## src/rtl/split_alu_pkg.sv

```systemverilog
package split_alu_pkg;

    typedef enum logic [2:0] {
        OP_ADD = 3'd0,
        OP_SUB = 3'd1,
        OP_AND = 3'd2,
        OP_OR  = 3'd3,
        OP_XOR = 3'd4,
        OP_SHL = 3'd5,
        OP_SAR = 3'd6,
        OP_XS3 = 3'd7
    } alu_op_e;

    typedef enum logic [1:0] {
        SEQ_IDLE = 2'd0,
        SEQ_LOW  = 2'd1,
        SEQ_HIGH = 2'd2
    } seq_state_e;

    typedef struct packed {
        logic c;
        logic z;
        logic n;
        logic v;
    } alu_flags_t;

endpackage

```

## src/rtl/split_alu_slice.sv

```systemverilog
// One half-width ALU slice; used once per pass.
module split_alu_slice
    import split_alu_pkg::*;
#(
    parameter int HW = 16,
    localparam int SHW = $clog2(HW)
) (
    input  alu_op_e          op,
    input  logic [HW-1:0]    x,
    input  logic [HW-1:0]    y,
    input  logic [HW-1:0]    fill,   // bits shifted in from the neighbouring half
    input  logic [SHW-1:0]   sh,
    input  logic             cin,
    output logic [HW-1:0]    r,
    output logic             cout,
    output logic             ovf,
    output logic             zero
);

    logic [HW-1:0]   y_eff;
    logic [HW:0]     sum;
    logic [2*HW-1:0] lsh;
    logic [2*HW-1:0] rsh;

    always_comb begin
        y_eff = (op == OP_SUB) ? ~y : y;
        sum   = {1'b0, x} + {1'b0, y_eff} + {{HW{1'b0}}, cin};
        lsh   = {x, fill} << sh;
        rsh   = {fill, x} >> sh;
        r     = '0;
        cout  = 1'b0;
        ovf   = 1'b0;
        unique case (op)
            OP_ADD, OP_SUB: begin
                r    = sum[HW-1:0];
                cout = sum[HW];
                ovf  = (x[HW-1] == y_eff[HW-1]) && (sum[HW-1] != x[HW-1]);
            end
            OP_AND:  r = x & y;
            OP_OR:   r = x | y;
            OP_XOR:  r = x ^ y;
            OP_SHL:  r = lsh[2*HW-1:HW];
            OP_SAR:  r = rsh[HW-1:0];
            default: r = '0;
        endcase
        zero = (r == '0);
    end

endmodule

```

## src/rtl/split_alu_xs3.sv

```systemverilog
// Single-digit excess-3 adder with bias correction.
module split_alu_xs3 #(
    parameter int DW   = 4,
    parameter int BIAS = 3
) (
    input  logic [DW-1:0] da,
    input  logic [DW-1:0] db,
    output logic [DW-1:0] dsum,
    output logic          dcarry
);

    localparam logic [DW-1:0] BIAS_V = DW'(BIAS);

    logic [DW:0] raw;

    always_comb begin
        raw    = {1'b0, da} + {1'b0, db};
        dcarry = raw[DW];
        dsum   = dcarry ? (raw[DW-1:0] + BIAS_V) : (raw[DW-1:0] - BIAS_V);
    end

endmodule

```

## src/rtl/split_alu_seq.sv

```systemverilog
// Pass sequencer: IDLE -> LOW -> (HIGH) -> IDLE.
module split_alu_seq
    import split_alu_pkg::*;
(
    input  logic       clk,
    input  logic       rst_n,
    input  logic       start,
    input  logic       wide_req,
    output seq_state_e state,
    output logic       accept,
    output logic       wide_q,
    output logic       done
);

    seq_state_e nxt;

    // state register
    always_ff @(posedge clk or negedge rst_n) begin
        if (!rst_n) state <= SEQ_IDLE;
        else        state <= nxt;
    end

    always_comb begin
        accept = (state == SEQ_IDLE) && start;
        nxt    = state;
        unique case (state)
            SEQ_IDLE: if (start) nxt = SEQ_LOW;
            SEQ_LOW:  nxt = wide_q ? SEQ_HIGH : SEQ_IDLE;
            SEQ_HIGH: nxt = SEQ_IDLE;
            default:  nxt = SEQ_IDLE;
        endcase
    end

    // registered outputs
    always_ff @(posedge clk or negedge rst_n) begin
        if (!rst_n) begin
            done   <= 1'b0;
            wide_q <= 1'b0;
        end else begin
            done <= ((state == SEQ_LOW) && !wide_q) || (state == SEQ_HIGH);
            if (accept) wide_q <= wide_req;
        end
    end

endmodule

```

## src/rtl/split_alu32.sv

```systemverilog
module split_alu32
    import split_alu_pkg::*;
#(
    parameter int HW = 16,
    parameter int DW = 4,
    localparam int WW  = 2 * HW,
    localparam int SHW = $clog2(HW)
) (
    input  logic           clk,
    input  logic           rst_n,
    input  logic           start,
    input  logic [2:0]     op,
    input  logic           wide,
    input  logic [WW-1:0]  a,
    input  logic [WW-1:0]  b,
    input  logic [SHW-1:0] shamt,
    output logic           busy,
    output logic           done,
    output logic [WW-1:0]  result,
    output logic           flag_c,
    output logic           flag_z,
    output logic           flag_n,
    output logic           flag_v
);

    seq_state_e     state;
    logic           accept;
    logic           wide_q;

    alu_op_e        op_q;
    logic [WW-1:0]  a_q, b_q;
    logic [SHW-1:0] sh_q;
    logic [HW-1:0]  lo_q, hi_q;
    logic           carry_q, zlo_q;
    alu_flags_t     flags_q;

    logic           in_hi;
    logic [HW-1:0]  s_x, s_y, s_fill, s_r;
    logic           s_cin, s_cout, s_ovf, s_zero;
    logic [DW-1:0]  d_sum;
    logic           d_carry;
    logic           wide_req;

    assign wide_req = wide && (alu_op_e'(op) != OP_XS3);

    split_alu_seq u_seq (
        .clk      (clk),
        .rst_n    (rst_n),
        .start    (start),
        .wide_req (wide_req),
        .state    (state),
        .accept   (accept),
        .wide_q   (wide_q),
        .done     (done)
    );

    // operand steering for the current pass
    always_comb begin
        in_hi = (state == SEQ_HIGH);
        s_x   = in_hi ? a_q[WW-1:HW] : a_q[HW-1:0];
        s_y   = in_hi ? b_q[WW-1:HW] : b_q[HW-1:0];
        s_cin = in_hi ? carry_q : (op_q == OP_SUB);
        unique case (op_q)
            OP_SHL:  s_fill = in_hi ? a_q[HW-1:0] : '0;
            OP_SAR:  begin
                if (in_hi)       s_fill = {HW{a_q[WW-1]}};
                else if (wide_q) s_fill = a_q[WW-1:HW];
                else             s_fill = {HW{a_q[HW-1]}};
            end
            default: s_fill = '0;
        endcase
    end

    split_alu_slice #(.HW(HW)) u_slice (
        .op   (op_q),
        .x    (s_x),
        .y    (s_y),
        .fill (s_fill),
        .sh   (sh_q),
        .cin  (s_cin),
        .r    (s_r),
        .cout (s_cout),
        .ovf  (s_ovf),
        .zero (s_zero)
    );

    split_alu_xs3 #(.DW(DW)) u_xs3 (
        .da     (a_q[DW-1:0]),
        .db     (b_q[DW-1:0]),
        .dsum   (d_sum),
        .dcarry (d_carry)
    );

    // datapath registers
    always_ff @(posedge clk or negedge rst_n) begin
        if (!rst_n) begin
            op_q    <= OP_ADD;
            a_q     <= '0;
            b_q     <= '0;
            sh_q    <= '0;
            lo_q    <= '0;
            hi_q    <= '0;
            carry_q <= 1'b0;
            zlo_q   <= 1'b0;
            flags_q <= '0;
        end else begin
            if (accept) begin
                op_q <= alu_op_e'(op);
                a_q  <= a;
                b_q  <= b;
                sh_q <= shamt;
            end
            if (state == SEQ_LOW) begin
                if (op_q == OP_XS3) begin
                    lo_q    <= {{(HW-DW){1'b0}}, d_sum};
                    hi_q    <= '0;
                    flags_q <= '{c: d_carry, z: (d_sum == '0), n: 1'b0, v: 1'b0};
                end else begin
                    lo_q    <= s_r;
                    carry_q <= s_cout;
                    zlo_q   <= s_zero;
                    if (!wide_q) begin
                        hi_q    <= '0;
                        flags_q <= '{c: s_cout, z: s_zero, n: s_r[HW-1], v: s_ovf};
                    end
                end
            end
            if (state == SEQ_HIGH) begin
                hi_q    <= s_r;
                flags_q <= '{c: s_cout, z: zlo_q && s_zero, n: s_r[HW-1], v: s_ovf};
            end
        end
    end

    always_comb begin
        busy   = (state != SEQ_IDLE);
        result = {hi_q, lo_q};
        flag_c = flags_q.c;
        flag_z = flags_q.z;
        flag_n = flags_q.n;
        flag_v = flags_q.v;
    end

endmodule

```

## config.mk

```make
export PLATFORM = sky130hd
export DESIGN_NAME = split_alu32
export DESIGN_NICKNAME = d
export VERILOG_FILES = /design/src/rtl/split_alu_pkg.sv /design/src/rtl/split_alu_slice.sv /design/src/rtl/split_alu_xs3.sv /design/src/rtl/split_alu_seq.sv /design/src/rtl/split_alu32.sv
export SDC_FILE = /design/constraint.sdc
export NUM_CORES = 1
export LEC_CHECK = 0
export ABC_AREA = 1
export BUFFER_PORTS_ARGS = -buffer_cell sky130_fd_sc_hd__buf_4
export CORE_MARGIN = 2
export CORE_UTILIZATION = 45
export DETAILED_ROUTE_END_ITERATION = 10
export HOLD_SLACK_MARGIN = 0.02
export PLACE_DENSITY_LB_ADDON = 0.2
export SLEW_MARGIN = 20
export SYNTH_ARGS = -nofsm -noshare
export SYNTH_HDL_FRONTEND = slang
export SYNTH_SLANG_ARGS = --single-unit
```

## constraint.sdc

```tcl
create_clock -name clk -period 3.8 [get_ports clk]
set_input_delay 0.76 -clock clk [delete_from_list [all_inputs] [get_ports clk]]
set_output_delay 0.76 -clock clk [all_outputs]
set_load 0.05 [all_outputs]
```

* After elaboration in Yosys (flattened, before gate mapping)
Index checks and enable logic that the tools add are counted.
** Word-level totals
- Logic and storage cells :: 81
- Register bits :: 113
- Output and inout bits :: 38
- Input port bits :: 75
** Operators by class
- Bitwise gates (word level) :: 5
- Reductions and logical operators :: 16
- Add/sub/neg operators :: 5
- Muxes and demuxes :: 24
- Shift-type cells :: 2
- Equal/unequal tests :: 14
** Operators by type and width (number)
- $mux W16 :: 11
- $pmux W16 S6 :: 1
- $pmux W16 S2 :: 1
- $shl A32 B4 Y32 :: 1
- $shr A32 B4 Y16 :: 1
- $mux W4 :: 5
- $add A16 B16 Y17 :: 1
- $add A17 B1 Y17 :: 1
- $and A16 B16 Y16 :: 1
- $logic_not A16 Y1 :: 1
- $not A16 Y16 :: 1
- $or A16 B16 Y16 :: 1
- $xor A16 B16 Y16 :: 1
- $eq A3 B3 Y1 const B :: 4
- $eq A3 B2 Y1 const B :: 2
- $ne A3 B3 Y1 const B :: 2
- $add A4 B4 Y5 :: 1
- $logic_and A1 B1 Y1 :: 5
- $add A4 B2 Y4 const B :: 1
- $logic_not A4 Y1 :: 1
- $mux W2 :: 2
- $pmux W2 S2 :: 1
- $reduce_and A2 Y1 :: 2
- $reduce_bool A2 Y1 :: 2
- other kinds (14) :: 16

* Longest topological paths before layout
- Word-level depth :: 13
- Gate-level depth with buffers :: 27
- Mapped depth without buffers :: 25

* Cells and area by module
Synthesis repeated with hierarchy kept, for this count alone.
** Second synthesis, totals
- Cells, all modules :: 1526
- Area, all modules :: 10176.0 um2
** By module, submodules not included
- split_alu32 :: area each 5086.1 um2, times used 1, cells an instance 606, seq. area each 2727.6 um2
- split_alu_slice :: area each 4614.4 um2, times used 1, cells an instance 857, seq. area each 0.0 um2
- split_alu_xs3 :: area each 319.1 um2, times used 1, cells an instance 46, seq. area each 0.0 um2
- split_alu_seq :: area each 156.4 um2, times used 1, cells an instance 17, seq. area each 100.1 um2

* Worst setup path after synthesis
Ideal clock, no wire load.
- Path type :: flip-flop to flip-flop
- Start :: register u_seq.state[0]
- End :: register flags_q, in the netlist flag_z
- Cell stages (with the launch flop) :: 27
- Clock period less this slack :: 3642 ps
- Arrival time :: 3576 ps
- Required time :: 3734 ps
- Setup time :: 66 ps
- Buffers on the path :: 2
- Slack :: 158 ps
- Cell sequence :: dfrtp_1 > inv_1 > ha_1 > buf_2 > buf_2 > o21ai_0 > xnor2_1 > fa_1 > inv_1 > fa_1 > inv_1 > nand3_1 > nand2_1 > nand3_1 > nand3_1 > nand3_1 > nand2_1 > xor2_1 > nand2_1 > nand3_2 > nor2_1 > nand2_1 > nor2_2 > nand3_1 > nand2_1 > nand3_1 > nand2_1
** Between the ends
- Cells in the longest elaborated chain, start to end :: 12
- Elaborated cells on any way between the ends :: 27
- Those cells by class :: add/sub (2); eq/ne (3); shift (2); mux (12); bitwise (4); reduce/logical (4)
** RTL lines
- start: declaration :: line split_alu_seq.sv:9 : output seq_state_e state,
- start signal: assignment :: line split_alu_seq.sv:20 : else state <= nxt;
- $eq A2 B2 Y1 :: line split_alu32.sv:59, split_alu32.sv:128
- $mux W16 :: line split_alu32.sv:61 : s_y = in_hi ? b_q[WW-1:HW] : b_q[HW-1:0];
- $not A16 Y16 :: line split_alu_slice.sv:26 : y_eff = (op == OP_SUB) ? ~y : y;
- $mux W16 :: line split_alu_slice.sv:26
- $add A16 B16 Y17 :: line split_alu_slice.sv:27 : sum = {1'b0, x} + {1'b0, y_eff} + {{HW{1'b0}}, cin};
- $add A17 B1 Y17 :: line split_alu_slice.sv:27
- $pmux W16 S6 :: line split_alu_slice.sv:33 : unique case (op)
- $logic_not A16 Y1 :: line split_alu_slice.sv:46 : zero = (r == '0);
- $mux W4 :: line split_alu32.sv:122 : if (!wide_q) begin
- $mux W4 :: line split_alu32.sv:114 : if (op_q == OP_XS3) begin
- $mux W4 :: line split_alu32.sv:113 : if (state == SEQ_LOW) begin
- $mux W4 :: line split_alu32.sv:128 : if (state == SEQ_HIGH) begin
- end signal: assignment :: line split_alu32.sv:117 : flags_q <= '{c: d_carry, z: (d_sum == '0), n: 1'b0, v: 1'b0};
- end signal: assignment :: line split_alu32.sv:124 : flags_q <= '{c: s_cout, z: s_zero, n: s_r[HW-1], v: s_ovf};
- end signal: assignment :: line split_alu32.sv:130 : flags_q <= '{c: s_cout, z: zlo_q && s_zero, n: s_r[HW-1], v: s_ovf};
- end: declaration :: line split_alu32.sv:35 : alu_flags_t flags_q;
Several ways; a longest one is shown, not always the timed one. The select of a mux whose other input is x is not followed.
A chain may end at the register's enable or synchronous reset.

* Worst setup path after layout
Same ends and word-level chain as after synthesis.

==> metrics.md <==
| Metric | Value |
|---|---|
| Post-route insts no fill | 1889 |
| Commonest non-fill, non-tap cell in the layout | nand2_1 |
| GRT overflow | 0 |
| DRT antenna net count | 0 |
| Final setup fails | 0 |
| Mapped Cells | 1487 |
| Most frequent CP cell | nand2_1 |
| Hold slack | 0.313 ns |
| Die width | 151 um |
| Routed WL per cell | 19.1 um |
| Residual DRC count | 0 |
| CP startpoint kind | flip-flop |
| IO Pins | 113 |
| Ys Warns | 0 |
| I/O Buffers | 112 |
| Tcrit/Tclk final | 0.946 |
| Ys flop type | dfrtp_1 |
| Fmax | 278 MHz |
| Setup ws final | 0.204 ns |
| Sequential area share after synthesis | 0.289 |
| Antenna cells | 0 |
| Setup Skew | 0.0144 ns |
| Die area | 0.0229 sq mm |
| EDFF count, synth | 0 |
| CP peak stage delay | 0.47 ns |
| Critical path buffers and inverters | 4 |
| Minimum clock period | 3.60 ns |
| Largest net degree at the start of global routing | 73 |
| Clk root buf | clkbuf_16 |
| Initial antenna violation count | 0 |
| Synthesized cell area | 0.00978 sq mm |
| Net count, final | 1738 |
| Most frequent cells in the layout | nand2_1 (568), nand3_1 (202), buf_4 (169) |
| CP Depth | 24 |
| Reg2reg end | flag_z |
| R2R Setup Slk | 0.20 ns |
| Synth area leaders | dfrtp_1 (29%), nand2_1 (22%), nand3_1 (10%), ha_1 (7.4%), o21ai_0 (4.9%) |
| Crit path max-delay family | simple AND/OR/NAND/NOR gates |
| Clock-pin slew on the worst setup and hold paths | 0.06 ns |
| Final Slew Violations | 0 |
| Detailed Place HPWL | 27600 um |
| CTS Buf Count | 17 |
| Final Wtd Congestion | 0.974 |
| Kind of critical path | reg -> reg |
| Relative slew slack | 0.376 |
| Seq cells post-synth | 113 |
| Crit Reg-Reg Startpoint | u_seq.state[0] |
| Initial Util | 0.462 |
| CTS H-tree lvls | 4 |
| Dpl ws | -0.0236 ns |
| Worst-Margin Slew | 0.935 ns |
| Worst EP arrival | 3.96 ns |
| Vias per Instance | 5.58 |
| Proportion of layout cells with a drive suffix above 1 | 0.182 |
| Worst Path Required | 4.16 ns |
| Worst-path fanout max | 6 |
| Core ar. | 0.0212 sq mm |
| Hold WC Path Type | in -> async |
| Global-route wire length before repair | 56100 um |
| Area delta synth->final | 21.0% |
| DRT Wirelength | 36100 um |
| Worst Reg-to-Reg Cells | 24 |
| CP Cell Sequence | inv_2 > ha_4 > nand2_1 > o21ai_4 > xnor2_2 > fa_2 > inv_1 > fa_1 > inv_2 > nand3_1 > nand2_2 > a21oi_1 > o21ai_0 > o2111ai_1 > nand3b_1 > nor2_2 > nand2_1 > inv_1 > nand2_1 > nor2_2 > nand3_1 > nand2_1 > nand3_1 > nand2_1 |
| Async S/R FF share, synth | 1.00 |
| Mapped Avg Cell Area | 6.58 sq um |
| Final number of hold-violating endpoints | 0 |
| Synth cell types | 46 |
| CTS tree | built |
| Critical path's slowest cell | fa_1 |
| Vias in the first global route | 9982 |
| Critical Path End Type | flip-flop |
| Max Cap Viol | 0 |
| Dominant cell type by area after synthesis | dfrtp_1 |
| Core Rows | 53 |
| Die Y | 151 um |
| CTS sink count | 113 |
| Syn_nets | 1624 |
| Status | complete, no violations |
| Vias | 10.5k |
| Post-Place Cells | 1854 |
| First-pass DRT Iterations | 6 |
| Top cell type's share of synthesized area | 0.289 |
| Initial drt markers | 1052 |
| Clk buf depth | 2 |
| CTS Hold Bufs | 0 |
| Worst-Skew Late Latency | 0.43 ns |
| GRT Util Overall | 0.324 |
==> state kept, by name, summed over array words and instances, names as in the netlist <==
register / cells
u_seq.state: 2
carry_q: 1
zlo_q: 1
u_seq.done: 1
b_q: 32
sh_q: 4
flag_n: 1
op_q: 3
lo_q: 16
hi_q: 16
flag_z: 1
a_q: 32
flag_c: 1
u_seq.wide_q: 1
flag_v: 1
==> kinds of logic (layout without fill, tap and decap cells) <==
family          after synthesis  in the layout  share of synthesized area
compound gates              205            205                      0.122
xor+xnor                     22             22                     0.0197
fa+ha+maj                    62             62                     0.0824
buf+inv                     198            325                     0.0874
flops                       113            113                      0.289
simple gates                887            887                      0.400
==> routing by layer <==
layer | GRT usage | up-vias | wire [um]
met5 | 0 | - | 0
met4 | 0.131 | 0 | 1290
met3 | 0.0440 | 71 | 2400
met2 | 0.510 | 491 | 16300
met1 | 0.449 | 4891 | 16100
li1 | - | 5096 | -
==> metrics by stage <==
step / setup TNS, ns / instance area (sq um) / util
floorplan: 0 / 9780 / -
detailed placement: -0.0236 / 11100 / 0.523
finish: 0 / 11800 / 0.559
global placement: -0.0106 / 11100 / 0.523
CTS: 0 / 11700 / 0.553
global route: -0.00736 / 11800 / 0.559
==> layout make-up <==
class / count / area (sq um)
clock buffer: 18 / 429
clock inverter: 14 / 203
fill: 2140 / 9320
inverter: 120 / 453
multi-input combinational: 1176 / 6240
sequential: 113 / 2830
tap: 275 / 344
timing repair buffer: 173 / 1340
==> synth_stat cells, drive strengths merged, types with 7 or more instances <==
| cell | number |
|---|---|
| buf | 43 |
| o21a | 9 |
| inv | 119 |
| a21oi | 46 |
| and2 | 7 |
| nand3 | 232 |
| nor2 | 49 |
| o21ai | 109 |
| a221oi | 10 |
| nand2 | 577 |
| ha | 58 |
| dfrtp | 113 |
| clkbuf | 35 |
| xnor2 | 16 |
==> timing repair <==
item | in CTS | in global routing
gates resized for setup | 4 | 41
setup endpoints to repair | 1 | 3
endpoints found under the hold margin | 0 | 0
pin swaps | 0 | 5
setup buffers | 0 | 3
gates cloned | 0 | 0
==> how the worst max path moves through the flow <==
stage | start | to
global route | u_seq.state[0] | flag_z
detailed placement | u_seq.state[0] | flag_z
finish | u_seq.state[0] | flag_z
CTS | u_seq.state[0] | flag_z
floorplan | u_seq.state[0] | flag_z
global placement | u_seq.state[0] | flag_z
Power is left out: the tool's default activity adds up to more than one toggle a clock period on the data nets, which glitch-free logic cannot reach.
